**config.mk**
```make
export PLATFORM = sky130hd
export DESIGN_NAME = accAlu
export DESIGN_NICKNAME = d
export VERILOG_FILES = /design/src/rtl/accAluPkg.sv /design/src/rtl/accAluCtrl.sv /design/src/rtl/accAluPath.sv /design/src/rtl/accAlu.sv
export SDC_FILE = /design/constraint.sdc
export NUM_CORES = 1
export LEC_CHECK = 0
export BUFFER_PORTS_ARGS = -buffer_cell sky130_fd_sc_hd__buf_2
export CAP_MARGIN = 20
export CORE_ASPECT_RATIO = 2
export CORE_MARGIN = 1
export CORE_UTILIZATION = 45
export DETAILED_ROUTE_END_ITERATION = 10
export PLACE_DENSITY_LB_ADDON = 0.05
export SYNTH_ARGS = -nofsm -noshare
export SYNTH_HDL_FRONTEND = slang
export SYNTH_SLANG_ARGS = --single-unit
```
**constraint.sdc**
```tcl
create_clock -name clk -period 9.45 [get_ports clk]
set_input_delay 1.4175 -clock clk [delete_from_list [all_inputs] [get_ports clk]]
set_output_delay 1.4175 -clock clk [all_outputs]
set_load 0.03 [all_outputs]
```
**src/rtl/accAluPkg.sv**
```systemverilog
package accAluPkg;
  typedef enum logic [3:0] {
    OP_SUB  = 4'd0,
    OP_SUBW = 4'd1,
    OP_SBA  = 4'd2,
    OP_NEG  = 4'd3,
    OP_DEC  = 4'd4,
    OP_AND  = 4'd5,
    OP_OR   = 4'd6,
    OP_XOR  = 4'd7,
    OP_COM  = 4'd8
  } aluOp_e;

  typedef enum logic [2:0] {
    DST_A = 3'd0,
    DST_B = 3'd1,
    DST_M = 3'd2,
    DST_X = 3'd3,
    DST_Y = 3'd4,
    DST_S = 3'd5
  } dstSel_e;

  // flag order inside flagMask: {N, Z, V, C}
  typedef struct packed {
    logic       wrA;
    logic       wrB;
    logic       wrX;
    logic       wrY;
    logic       wrS;
    logic       memWe;
    logic [3:0] flagMask;
  } ctrl_t;
endpackage

```
**src/rtl/accAluCtrl.sv**
```systemverilog
module accAluCtrl
  import accAluPkg::*;
(
  input  logic       en,
  input  logic [3:0] op,
  input  logic [2:0] dst,
  output ctrl_t      ctrl
);
  aluOp_e  opE;
  dstSel_e dstE;
  logic    accDst;
  logic    byteDst;

  assign opE     = aluOp_e'(op);
  assign dstE    = dstSel_e'(dst);
  assign accDst  = (dstE == DST_A) || (dstE == DST_B);
  assign byteDst = accDst || (dstE == DST_M);

  always_comb begin
    ctrl = '0;
    if (en) begin
      unique case (opE)
        OP_SUB: if (accDst) begin
          ctrl.wrA = (dstE == DST_A);
          ctrl.wrB = (dstE == DST_B);
          ctrl.flagMask = 4'b1111;
        end
        OP_SUBW: begin
          ctrl.wrA = 1'b1;
          ctrl.wrB = 1'b1;
          ctrl.flagMask = 4'b1111;
        end
        OP_SBA: begin
          ctrl.wrA = 1'b1;
          ctrl.flagMask = 4'b1111;
        end
        OP_NEG, OP_COM: if (byteDst) begin
          ctrl.wrA   = (dstE == DST_A);
          ctrl.wrB   = (dstE == DST_B);
          ctrl.memWe = (dstE == DST_M);
          ctrl.flagMask = 4'b1111;
        end
        OP_DEC: begin
          if (byteDst) begin
            ctrl.wrA   = (dstE == DST_A);
            ctrl.wrB   = (dstE == DST_B);
            ctrl.memWe = (dstE == DST_M);
            ctrl.flagMask = 4'b1110;
          end else if (dstE == DST_X || dstE == DST_Y) begin
            ctrl.wrX = (dstE == DST_X);
            ctrl.wrY = (dstE == DST_Y);
            ctrl.flagMask = 4'b0100;
          end else if (dstE == DST_S) begin
            ctrl.wrS = 1'b1;
          end
        end
        OP_AND, OP_OR, OP_XOR: if (accDst) begin
          ctrl.wrA = (dstE == DST_A);
          ctrl.wrB = (dstE == DST_B);
          ctrl.flagMask = 4'b1110;
        end
        default: ctrl = '0;
      endcase
    end
  end
endmodule

```
**src/rtl/accAluPath.sv**
```systemverilog
module accAluPath
  import accAluPkg::*;
#(
  parameter int DATA_W = 8
) (
  input  logic                clk,
  input  logic                rst,
  input  logic [3:0]          op,
  input  logic [2:0]          dst,
  input  logic [2*DATA_W-1:0] memIn,
  input  ctrl_t               ctrl,
  output logic [DATA_W-1:0]   memOut,
  output logic [DATA_W-1:0]   accA,
  output logic [DATA_W-1:0]   accB,
  output logic [2*DATA_W-1:0] idxX,
  output logic [2*DATA_W-1:0] idxY,
  output logic [2*DATA_W-1:0] stackP,
  output logic [7:0]          ccr
);
  localparam int WORD_W = 2 * DATA_W;
  localparam logic [DATA_W-1:0] SIGN_ONLY = {1'b1, {(DATA_W-1){1'b0}}};

  aluOp_e  opE;
  dstSel_e dstE;
  logic [DATA_W-1:0] lhs8, rhs8, res8;
  logic [WORD_W-1:0] lhs16, res16, idxSel;
  logic              brw8, brw16;
  logic              nF, zF, vF, cF;
  logic [3:0]        newFlags;

  assign opE  = aluOp_e'(op);
  assign dstE = dstSel_e'(dst);

  always_comb begin
    if (opE == OP_SBA || dstE == DST_A) lhs8 = accA;
    else if (dstE == DST_B)             lhs8 = accB;
    else                                lhs8 = memIn[DATA_W-1:0];
    rhs8 = (opE == OP_SBA) ? accB : memIn[DATA_W-1:0];
    unique case (dstE)
      DST_X:   idxSel = idxX;
      DST_Y:   idxSel = idxY;
      default: idxSel = stackP;
    endcase
  end

  assign lhs16 = {accA, accB};

  always_comb begin
    res8  = '0;
    res16 = '0;
    brw8  = 1'b0;
    brw16 = 1'b0;
    nF = 1'b0; zF = 1'b0; vF = 1'b0; cF = 1'b0;
    unique case (opE)
      OP_SUB, OP_SBA: begin
        {brw8, res8} = {1'b0, lhs8} - {1'b0, rhs8};
        nF = res8[DATA_W-1];
        zF = (res8 == '0);
        vF = (lhs8[DATA_W-1] ^ rhs8[DATA_W-1]) & (res8[DATA_W-1] ^ lhs8[DATA_W-1]);
        cF = brw8;
      end
      OP_SUBW: begin
        {brw16, res16} = {1'b0, lhs16} - {1'b0, memIn};
        nF = res16[WORD_W-1];
        zF = (res16 == '0);
        vF = (lhs16[WORD_W-1] ^ memIn[WORD_W-1]) & (res16[WORD_W-1] ^ lhs16[WORD_W-1]);
        cF = brw16;
      end
      OP_NEG: begin
        res8 = '0 - lhs8;
        nF = res8[DATA_W-1];
        zF = (res8 == '0);
        vF = (lhs8 == SIGN_ONLY);
        cF = (lhs8 != '0);
      end
      OP_DEC: begin
        res8  = lhs8 - 1'b1;
        res16 = idxSel - 1'b1;
        nF = res8[DATA_W-1];
        zF = (dstE == DST_X || dstE == DST_Y) ? (res16 == '0) : (res8 == '0);
        vF = (lhs8 == SIGN_ONLY);
      end
      OP_AND, OP_OR, OP_XOR, OP_COM: begin
        if (opE == OP_AND)      res8 = lhs8 & rhs8;
        else if (opE == OP_OR)  res8 = lhs8 | rhs8;
        else if (opE == OP_XOR) res8 = lhs8 ^ rhs8;
        else                    res8 = ~lhs8;
        nF = res8[DATA_W-1];
        zF = (res8 == '0);
        cF = (opE == OP_COM);
      end
      default: ;
    endcase
  end

  assign newFlags = {nF, zF, vF, cF};
  assign memOut   = res8;

  always_ff @(posedge clk) begin
    if (rst) begin
      accA   <= '0;
      accB   <= '0;
      idxX   <= '0;
      idxY   <= '0;
      stackP <= '0;
      ccr    <= '0;
    end else begin
      if (ctrl.wrA) accA <= (opE == OP_SUBW) ? res16[WORD_W-1:DATA_W] : res8;
      if (ctrl.wrB) accB <= (opE == OP_SUBW) ? res16[DATA_W-1:0] : res8;
      if (ctrl.wrX) idxX   <= res16;
      if (ctrl.wrY) idxY   <= res16;
      if (ctrl.wrS) stackP <= res16;
      ccr[3:0] <= (ctrl.flagMask & newFlags) | (~ctrl.flagMask & ccr[3:0]);
    end
  end
endmodule

```
**src/rtl/accAlu.sv**
```systemverilog
module accAlu
  import accAluPkg::*;
#(
  parameter int DATA_W = 8
) (
  input  logic                clk,
  input  logic                rst,
  input  logic                en,
  input  logic [3:0]          op,
  input  logic [2:0]          dst,
  input  logic [2*DATA_W-1:0] memIn,
  output logic [DATA_W-1:0]   memOut,
  output logic                memWe,
  output logic [DATA_W-1:0]   accA,
  output logic [DATA_W-1:0]   accB,
  output logic [2*DATA_W-1:0] idxX,
  output logic [2*DATA_W-1:0] idxY,
  output logic [2*DATA_W-1:0] stackP,
  output logic [7:0]          ccr
);
  ctrl_t ctrl;

  accAluCtrl u_ctrl (
    .en   (en),
    .op   (op),
    .dst  (dst),
    .ctrl (ctrl)
  );

  accAluPath #(.DATA_W(DATA_W)) u_path (
    .clk    (clk),
    .rst    (rst),
    .op     (op),
    .dst    (dst),
    .memIn  (memIn),
    .ctrl   (ctrl),
    .memOut (memOut),
    .accA   (accA),
    .accB   (accB),
    .idxX   (idxX),
    .idxY   (idxY),
    .stackP (stackP),
    .ccr    (ccr)
  );

  assign memWe = ctrl.memWe;
endmodule

```
* Word-level counts from Yosys, hierarchy flattened
Cells that the tools add are included.
** Word-level totals
- Logic and storage cells :: 95
- Input bits :: 26
- Register bits after elaboration :: 68
- Output and inout port bits :: 81
** Cells by class
- Mux-type cells :: 35
- Bitwise gates (word level) :: 14
- Reductions and logical operators :: 21
- Eq/ne operators :: 14
- Add/sub/neg operators :: 5
** Operator list (number)
- 8-bit 2-to-1 mux :: 9
- 16-bit case mux with 2 select lines :: 2
- 16-bit zero test :: 2
- 8-bit zero test :: 4
- 8-bit case mux with 4 select lines :: 1
- 4-bit case mux with 5 select lines :: 1
- 16-bit by 16-bit subtractor with 17-bit output :: 1
- 4-bit by 3-bit == test with 1-bit output (second input constant) :: 4
- 16-bit by 1-bit subtractor with 16-bit output (second input constant) :: 1
- 4-bit 2-to-1 mux :: 3
- 10-bit 2-to-1 mux :: 1
- 1-bit case mux with 5 select lines :: 2
- 3-bit 2-to-1 mux :: 3
- 1-bit case mux with 3 select lines :: 3
- 8-bit by 8-bit subtractor with 9-bit output :: 1
- 4-bit AND :: 2
- 8-bit AND :: 1
- 4-bit by 2-bit == test with 1-bit output (second input constant) :: 2
- 8-bit == test (second input constant) :: 1
- 8-bit inverter :: 1
- 8-bit bitwise OR :: 1
- 8-bit nonzero test :: 1
- 2-bit OR reduction :: 4
- 4-bit OR reduction :: 2
- 21 further kinds :: 36

* Logic depth before layout (Yosys ltp)
- Word-level depth :: 12
- Gate-level depth with buffers :: 16
- Depth with buffers taken out :: 14

* Modules after synthesis
A second synthesis with hierarchy kept.
** Unflattened totals
- Cell total of the unflattened synthesis :: 871
- Area, all modules :: 6448.7 um^2
** By module, submodules not included
- accAluPath :: cells each 823, area each 6152.2 um^2, instances 1, seq. area each 1361.3 um^2
- accAluCtrl :: cells each 48, area each 296.5 um^2, instances 1, seq. area each 0.0 um^2

* Least setup slack after synthesis
No wires, ideal clock.
- Kind :: input-to-output
- Start :: input port op[0]
- End :: output port memOut[6]
- Buffers on the path :: 1
- Cell stages on the path :: 13
- Arrival time :: 4.166 ns
- Slack :: 3.867 ns
- Required time :: 8.033 ns
- Path through :: buf_4 > nor4b_4 > nor2_4 > mux2i_4 > ha_1 > fa_1 > o21bai_1 > a21oi_1 > o21bai_1 > a21oi_1 > xnor2_1 > o22ai_1 > a211o_1
** On the way
- Cells in the longest elaborated chain, start to end :: 9
- Elaborated cells between the ends (all ways) :: 25
- Those cells by class :: add/sub (3); eq/ne (7); mux (7); bitwise (4); reduce/logical (4)
** Ends and longest elaborated chain
- start: declaration :: line accAlu.sv:9 : input logic [3:0] op,
- branches (longest 8 deep; another with 8-bit by 1-bit subtractor with 8-bit output)
- 8-bit case mux with 4 select lines * :: line accAluPath.sv:54 : unique case (opE)
- end: declaration :: line accAlu.sv:12 : output logic [DATA_W-1:0] memOut,
Every way passes the cells marked *. The select of a mux whose other input is x is not followed.

* Worst setup path after layout
- Start :: input port dst[0]
- End :: output port memOut[7]
** On the way
- Cells in the longest elaborated chain, start to end :: 9
- Elaborated cells between the ends (all ways) :: 17
- Those cells by class :: add/sub (3); eq/ne (1); mux (7); bitwise (4); reduce/logical (2)
** Ends and longest elaborated chain
- start: declaration :: line accAlu.sv:10 : input logic [2:0] dst,
- 3-bit by 1-bit == test with 1-bit output or 3-bit zero test (tied branches) :: line accAluPath.sv:36, accAluPath.sv:35
- 8-bit 2-to-1 mux or 1-bit logical OR (tied branches) :: line accAluPath.sv:36, accAluPath.sv:35
- 8-bit 2-to-1 mux * :: line accAluPath.sv:35 : if (opE == OP_SBA || dstE == DST_A) lhs8 = accA;
- branches (longest 5 deep; another with 8-bit by 1-bit subtractor with 8-bit output)
- 8-bit case mux with 4 select lines * :: line accAluPath.sv:54
Marked as above.

==> qor.json <==
{
  "timing.critical_path.from_type": {"value": "primary input"},
  "synth_commonest_cells": {"value": "sky130_fd_sc_hd__nor2_1, sky130_fd_sc_hd__dfxtp_1, sky130_fd_sc_hd__nand2_1, sky130_fd_sc_hd__a21oi_1, sky130_fd_sc_hd__inv_1"},
  "synth-warning-count": {"value": 0},
  "grt_setup_unrepaired": {"value": "false"},
  "dr_total_vias": {"value": 7124},
  "cts_hold_repair.buffers": {"value": 0},
  "synth_seq_cells": {"value": 68},
  "pwr_total": {"value": 0.994, "unit": "mW"},
  "routed_wirelength": {"value": 25800, "unit": "um"},
  "wl_met1": {"value": 8920, "unit": "um"},
  "criticalPathCategory": {"value": "primary input to output pin"},
  "utilization": {"value": 51.5, "unit": "%"},
  "synthesis.instances": {"value": 893},
  "run_status": {"value": "finished, final reports clean"},
  "critPathMaxStageDelay": {"value": 810, "unit": "ps"},
  "chipWidth": {"value": 87.7, "unit": "um"},
  "synth_area_per_cell": {"value": 7.40, "unit": "um^2"},
  "overflow": {"value": 0},
  "final-setup-viol-count": {"value": 0},
  "timing.critical_path.cells": {"value": "buf_2 > nor3b_2 > mux2_2 > mux2i_1 > inv_1 > ha_1 > inv_1 > o31ai_1 > a21oi_1 > xnor2_1 > o22ai_1 > a21oi_1 > o211ai_2 > buf_2"},
  "place.detailed.instances": {"value": 1133},
  "synthDominantAreaCellType": {"value": "sky130_fd_sc_hd__dfxtp_1"},
  "combPwrFrac": {"value": 32.4, "unit": "%"},
  "crit_fanout": {"value": 36},
  "placement.io_buffers": {"value": 102},
  "dp.final_hpwl": {"value": 19800, "unit": "um"},
  "final_layout_size_suffix_gt1_share": {"value": 16.9, "unit": "%"},
  "wl_per_cell": {"value": 22.4, "unit": "um"},
  "leak_pwr": {"value": 3.22, "unit": "nW"},
  "design.core.area": {"value": 14400, "unit": "um^2"},
  "largest_cells_by_area_after_synthesis": {"value": "sky130_fd_sc_hd__dfxtp_1, sky130_fd_sc_hd__ha_1, sky130_fd_sc_hd__nor2_1, sky130_fd_sc_hd__a211oi_1, sky130_fd_sc_hd__a21oi_1"},
  "fin_setup_tns": {"value": 0, "unit": "ps"},
  "grt_pass1_wl": {"value": 39100, "unit": "um"},
  "tritoncts.num_buffers": {"value": 9},
  "floorplan.die_area": {"value": 15200, "unit": "um^2"},
  "synth_sequential_area_ratio": {"value": 20.6, "unit": "%"},
  "num_antenna_cells": {"value": 0},
  "wl_met3": {"value": 1210, "unit": "um"},
  "initial_antenna_violation_count": {"value": 0},
  "max_slew_margin": {"value": 31.9, "unit": "%"},
  "period_minus_slack": {"value": 7020, "unit": "ps"},
  "tritoncts": {"value": "yes"},
  "cell_family_with_the_largest_share_of_critical_path_delay": {"value": "buffers and inverters"},
  "fillerInstances": {"value": 1461},
  "p_sw": {"value": 0.359, "unit": "mW"},
  "postSynth.asyncResetShare": {"value": 0, "unit": "%"},
  "timing.critical_path.slowest_stage_cell": {"value": "sky130_fd_sc_hd__nor3b_2"},
  "ioPinCount": {"value": 107},
  "cp-end-kind": {"value": "output pin"},
  "ys_types": {"value": 91},
  "layoutNonFillerInstCount": {"value": 1149},
  "grt_start_max_net_pins": {"value": 69},
  "critical_path.n_buffers_inverters": {"value": 4},
  "seqPwrFrac": {"value": 30.2, "unit": "%"},
  "synth_enable_flop_cells": {"value": 0},
  "vias_per_cell": {"value": 6.20},
  "chipHeight": {"value": 173, "unit": "um"},
  "p_per_area": {"value": 134, "unit": "nW/um^2"},
  "path_clk_slew": {"value": 50, "unit": "ps"},
  "required": {"value": 8030, "unit": "ps"},
  "final_max_tran_viols": {"value": 0},
  "clk-insertion-delay-late": {"value": 350, "unit": "ps"},
  "postSynth.topFlopCell": {"value": "sky130_fd_sc_hd__dfxtp_1"},
  "finalCritPeriodShare": {"value": 74.3, "unit": "%"},
  "top_layer_used": {"value": "met4"},
  "max-cap-violations": {"value": 0},
  "dominant_cell_by_count_in_the_synthesized_netlist": {"value": "sky130_fd_sc_hd__nor2_1"},
  "setup_slack": {"value": 2430, "unit": "ps"},
  "max-clock-path-buffers": {"value": 2},
  "final_design_instance_area_without_fill": {"value": 7400, "unit": "um^2"},
  "cts-root-buf": {"value": "sky130_fd_sc_hd__clkbuf_16"},
  "gpl.final_weighted_congestion": {"value": 1.08},
  "layout.area.seq": {"value": 1360, "unit": "um^2"},
  "route.detailed.drc": {"value": 0},
  "cts.sinks": {"value": 68},
  "cts.repair.resized": {"value": 0},
  "pre_cts_ws": {"value": 2510, "unit": "ps"},
  "grt_pass1_vias": {"value": 6913},
  "worst_hold_slack_after_final_layout": {"value": 472, "unit": "ps"},
  "switching_share": {"value": 36.1, "unit": "%"},
  "hold_violations": {"value": 0},
  "initial_core_util": {"value": 46.1, "unit": "%"},
  "power.ir.vdd_worst": {"value": 0.0000848, "unit": "V"},
  "drt-initial-drc-count": {"value": 375},
  "maximum_clock_skew_at_final_layout": {"value": 6.32, "unit": "ps"},
  "area.growth.synth_to_final": {"value": 11.9, "unit": "%"},
  "number_of_core_rows": {"value": 62},
  "synth_largest_type_area_fraction": {"value": 20.6, "unit": "%"},
  "cts.htree.levels": {"value": 3},
  "clock_network_fraction_of_total_power": {"value": 37.4, "unit": "%"},
  "max_freq": {"value": 0.142, "unit": "GHz"},
  "nets": {"value": 1025},
  "synth_area": {"value": 6610, "unit": "um^2"},
  "global_route_usage_over_all_layers": {"value": 34.5, "unit": "%"},
  "critical_path_arrival": {"value": 5600, "unit": "ps"},
  "cts.repair_timing.setup_buffer_count": {"value": 0},
  "multi_input_area": {"value": 4710, "unit": "um^2"},
  "dpl_cell_area": {"value": 7080, "unit": "um^2"},
  "power.internal": {"value": 0.636, "unit": "mW"},
  "worst_slew_pin_slew": {"value": 1010, "unit": "ps"},
  "drt_first_pass_iters": {"value": 5},
  "detail-route-antenna-nets": {"value": 0},
  "met2WireLength": {"value": 13300, "unit": "um"},
  "hold_class": {"value": "flip-flop to flip-flop"}
}
==> cells in the final DEF (no fill, tap or decap), types with 5 or more instances in the layout <==
| cell type | synthesis | layout |
|---|---|---|
| sky130_fd_sc_hd__nor2b_1 | 13 | 13 |
| sky130_fd_sc_hd__o22ai_1 | 23 | 23 |
| sky130_fd_sc_hd__nor4_1 | 7 | 7 |
| sky130_fd_sc_hd__o221ai_1 | 10 | 10 |
| sky130_fd_sc_hd__xor2_1 | 11 | 11 |
| sky130_fd_sc_hd__a22o_1 | 10 | 10 |
| sky130_fd_sc_hd__nor2_1 | 122 | 122 |
| sky130_fd_sc_hd__nand2b_1 | 8 | 8 |
| sky130_fd_sc_hd__a211oi_1 | 40 | 40 |
| sky130_fd_sc_hd__o21bai_1 | 7 | 7 |
| sky130_fd_sc_hd__mux2i_1 | 14 | 14 |
| sky130_fd_sc_hd__o21a_1 | 5 | 5 |
| sky130_fd_sc_hd__nor3_1 | 36 | 34 |
| sky130_fd_sc_hd__o21ai_0 | 26 | 26 |
| sky130_fd_sc_hd__nand2_1 | 65 | 65 |
| sky130_fd_sc_hd__buf_2 | 8 | 102 |
| sky130_fd_sc_hd__o21ai_1 | 6 | 6 |
| sky130_fd_sc_hd__ha_1 | 45 | 45 |
| sky130_fd_sc_hd__a21o_1 | 18 | 18 |
| sky130_fd_sc_hd__nand4_1 | 7 | 7 |
| sky130_fd_sc_hd__xnor2_1 | 25 | 25 |
| sky130_fd_sc_hd__clkbuf_16 | 0 | 9 |
| sky130_fd_sc_hd__o31ai_1 | 6 | 6 |
| sky130_fd_sc_hd__dfxtp_1 | 68 | 68 |
| sky130_fd_sc_hd__a22oi_1 | 10 | 10 |
| sky130_fd_sc_hd__nand3_1 | 22 | 22 |
| sky130_fd_sc_hd__or3_1 | 8 | 8 |
| sky130_fd_sc_hd__a21oi_1 | 59 | 59 |
| sky130_fd_sc_hd__a211o_1 | 5 | 5 |
| sky130_fd_sc_hd__inv_1 | 54 | 54 |
| sky130_fd_sc_hd__buf_4 | 8 | 6 |
==> sequential cells by signal, summed over array words and instances, names as in the netlist, named ones only <==
signal         cells
u_path.idxX       16
u_path.accB        8
u_path.stackP     16
u_path.idxY       16
u_path.accA        8
==> cell type report <==
cell class | instances | area share (%)
well taps | 192 | 3.25
clock buffers | 12 | 3.33
clock inverters | 4 | 0.981
flip-flops and latches | 68 | 18.4
repair buffers | 108 | 7.51
multi-input cells | 708 | 63.6
inverters | 57 | 2.89
==> path summary, 6_finish.rpt <==
| path | to | depth (start not counted) | slack (ps) | from |
|---|---|---|---|---|
| setup / recovery | memOut[7] | 14 | 2430 | dst[0] |
| hold / removal | u_path.idxY[5] | 2 | 470 | u_path.idxY[5] |
| setup reg to reg | flip-flop | 10 | 5650 | u_path.accB[5] |
| hold reg to reg | u_path.idxY[5] | 2 | 470 | u_path.idxY[5] |
==> power groups by stage <==
stage	logic [mW]	registers, mW	clock network [mW]
floorplan	0.222	0.313	0
global placement	0.313	0.306	0
detailed placement	0.315	0.306	0
CTS	0.316	0.300	0.379
global route	0.345	0.300	0.389
finish	0.322	0.300	0.372
==> worst reg2reg max path, cell delays in order (launching register included) <==
cell and delay [ps]:
sky130_fd_sc_hd__dfxtp_1 470, sky130_fd_sc_hd__ha_1 350, sky130_fd_sc_hd__a21o_1 180, sky130_fd_sc_hd__a21oi_1 120, sky130_fd_sc_hd__o21ai_0 90, sky130_fd_sc_hd__a21oi_1 320
sky130_fd_sc_hd__o31ai_1 230, sky130_fd_sc_hd__a311oi_1 910, sky130_fd_sc_hd__xnor2_1 360, sky130_fd_sc_hd__a21oi_1 480, sky130_fd_sc_hd__a211oi_1 140
==> routing by layer <==
layer	vias to the layer above	global-route usage [%]
li1	3344	-
met3	110	4.62
met2	316	60.8
met5	-	0
met1	3354	34.6
met4	0	28.7
==> logic make-up after synthesis <==
kind of cell,share of synthesized area [%]
flops,20.6
buf+inv,8.55
compound gates,28.4
fa+ha+maj,9.12
simple gates,24.6
mux,3.69
other cells,0.0567
xor+xnor,5.01
Note: power is estimated with default switching activity, not from simulation.
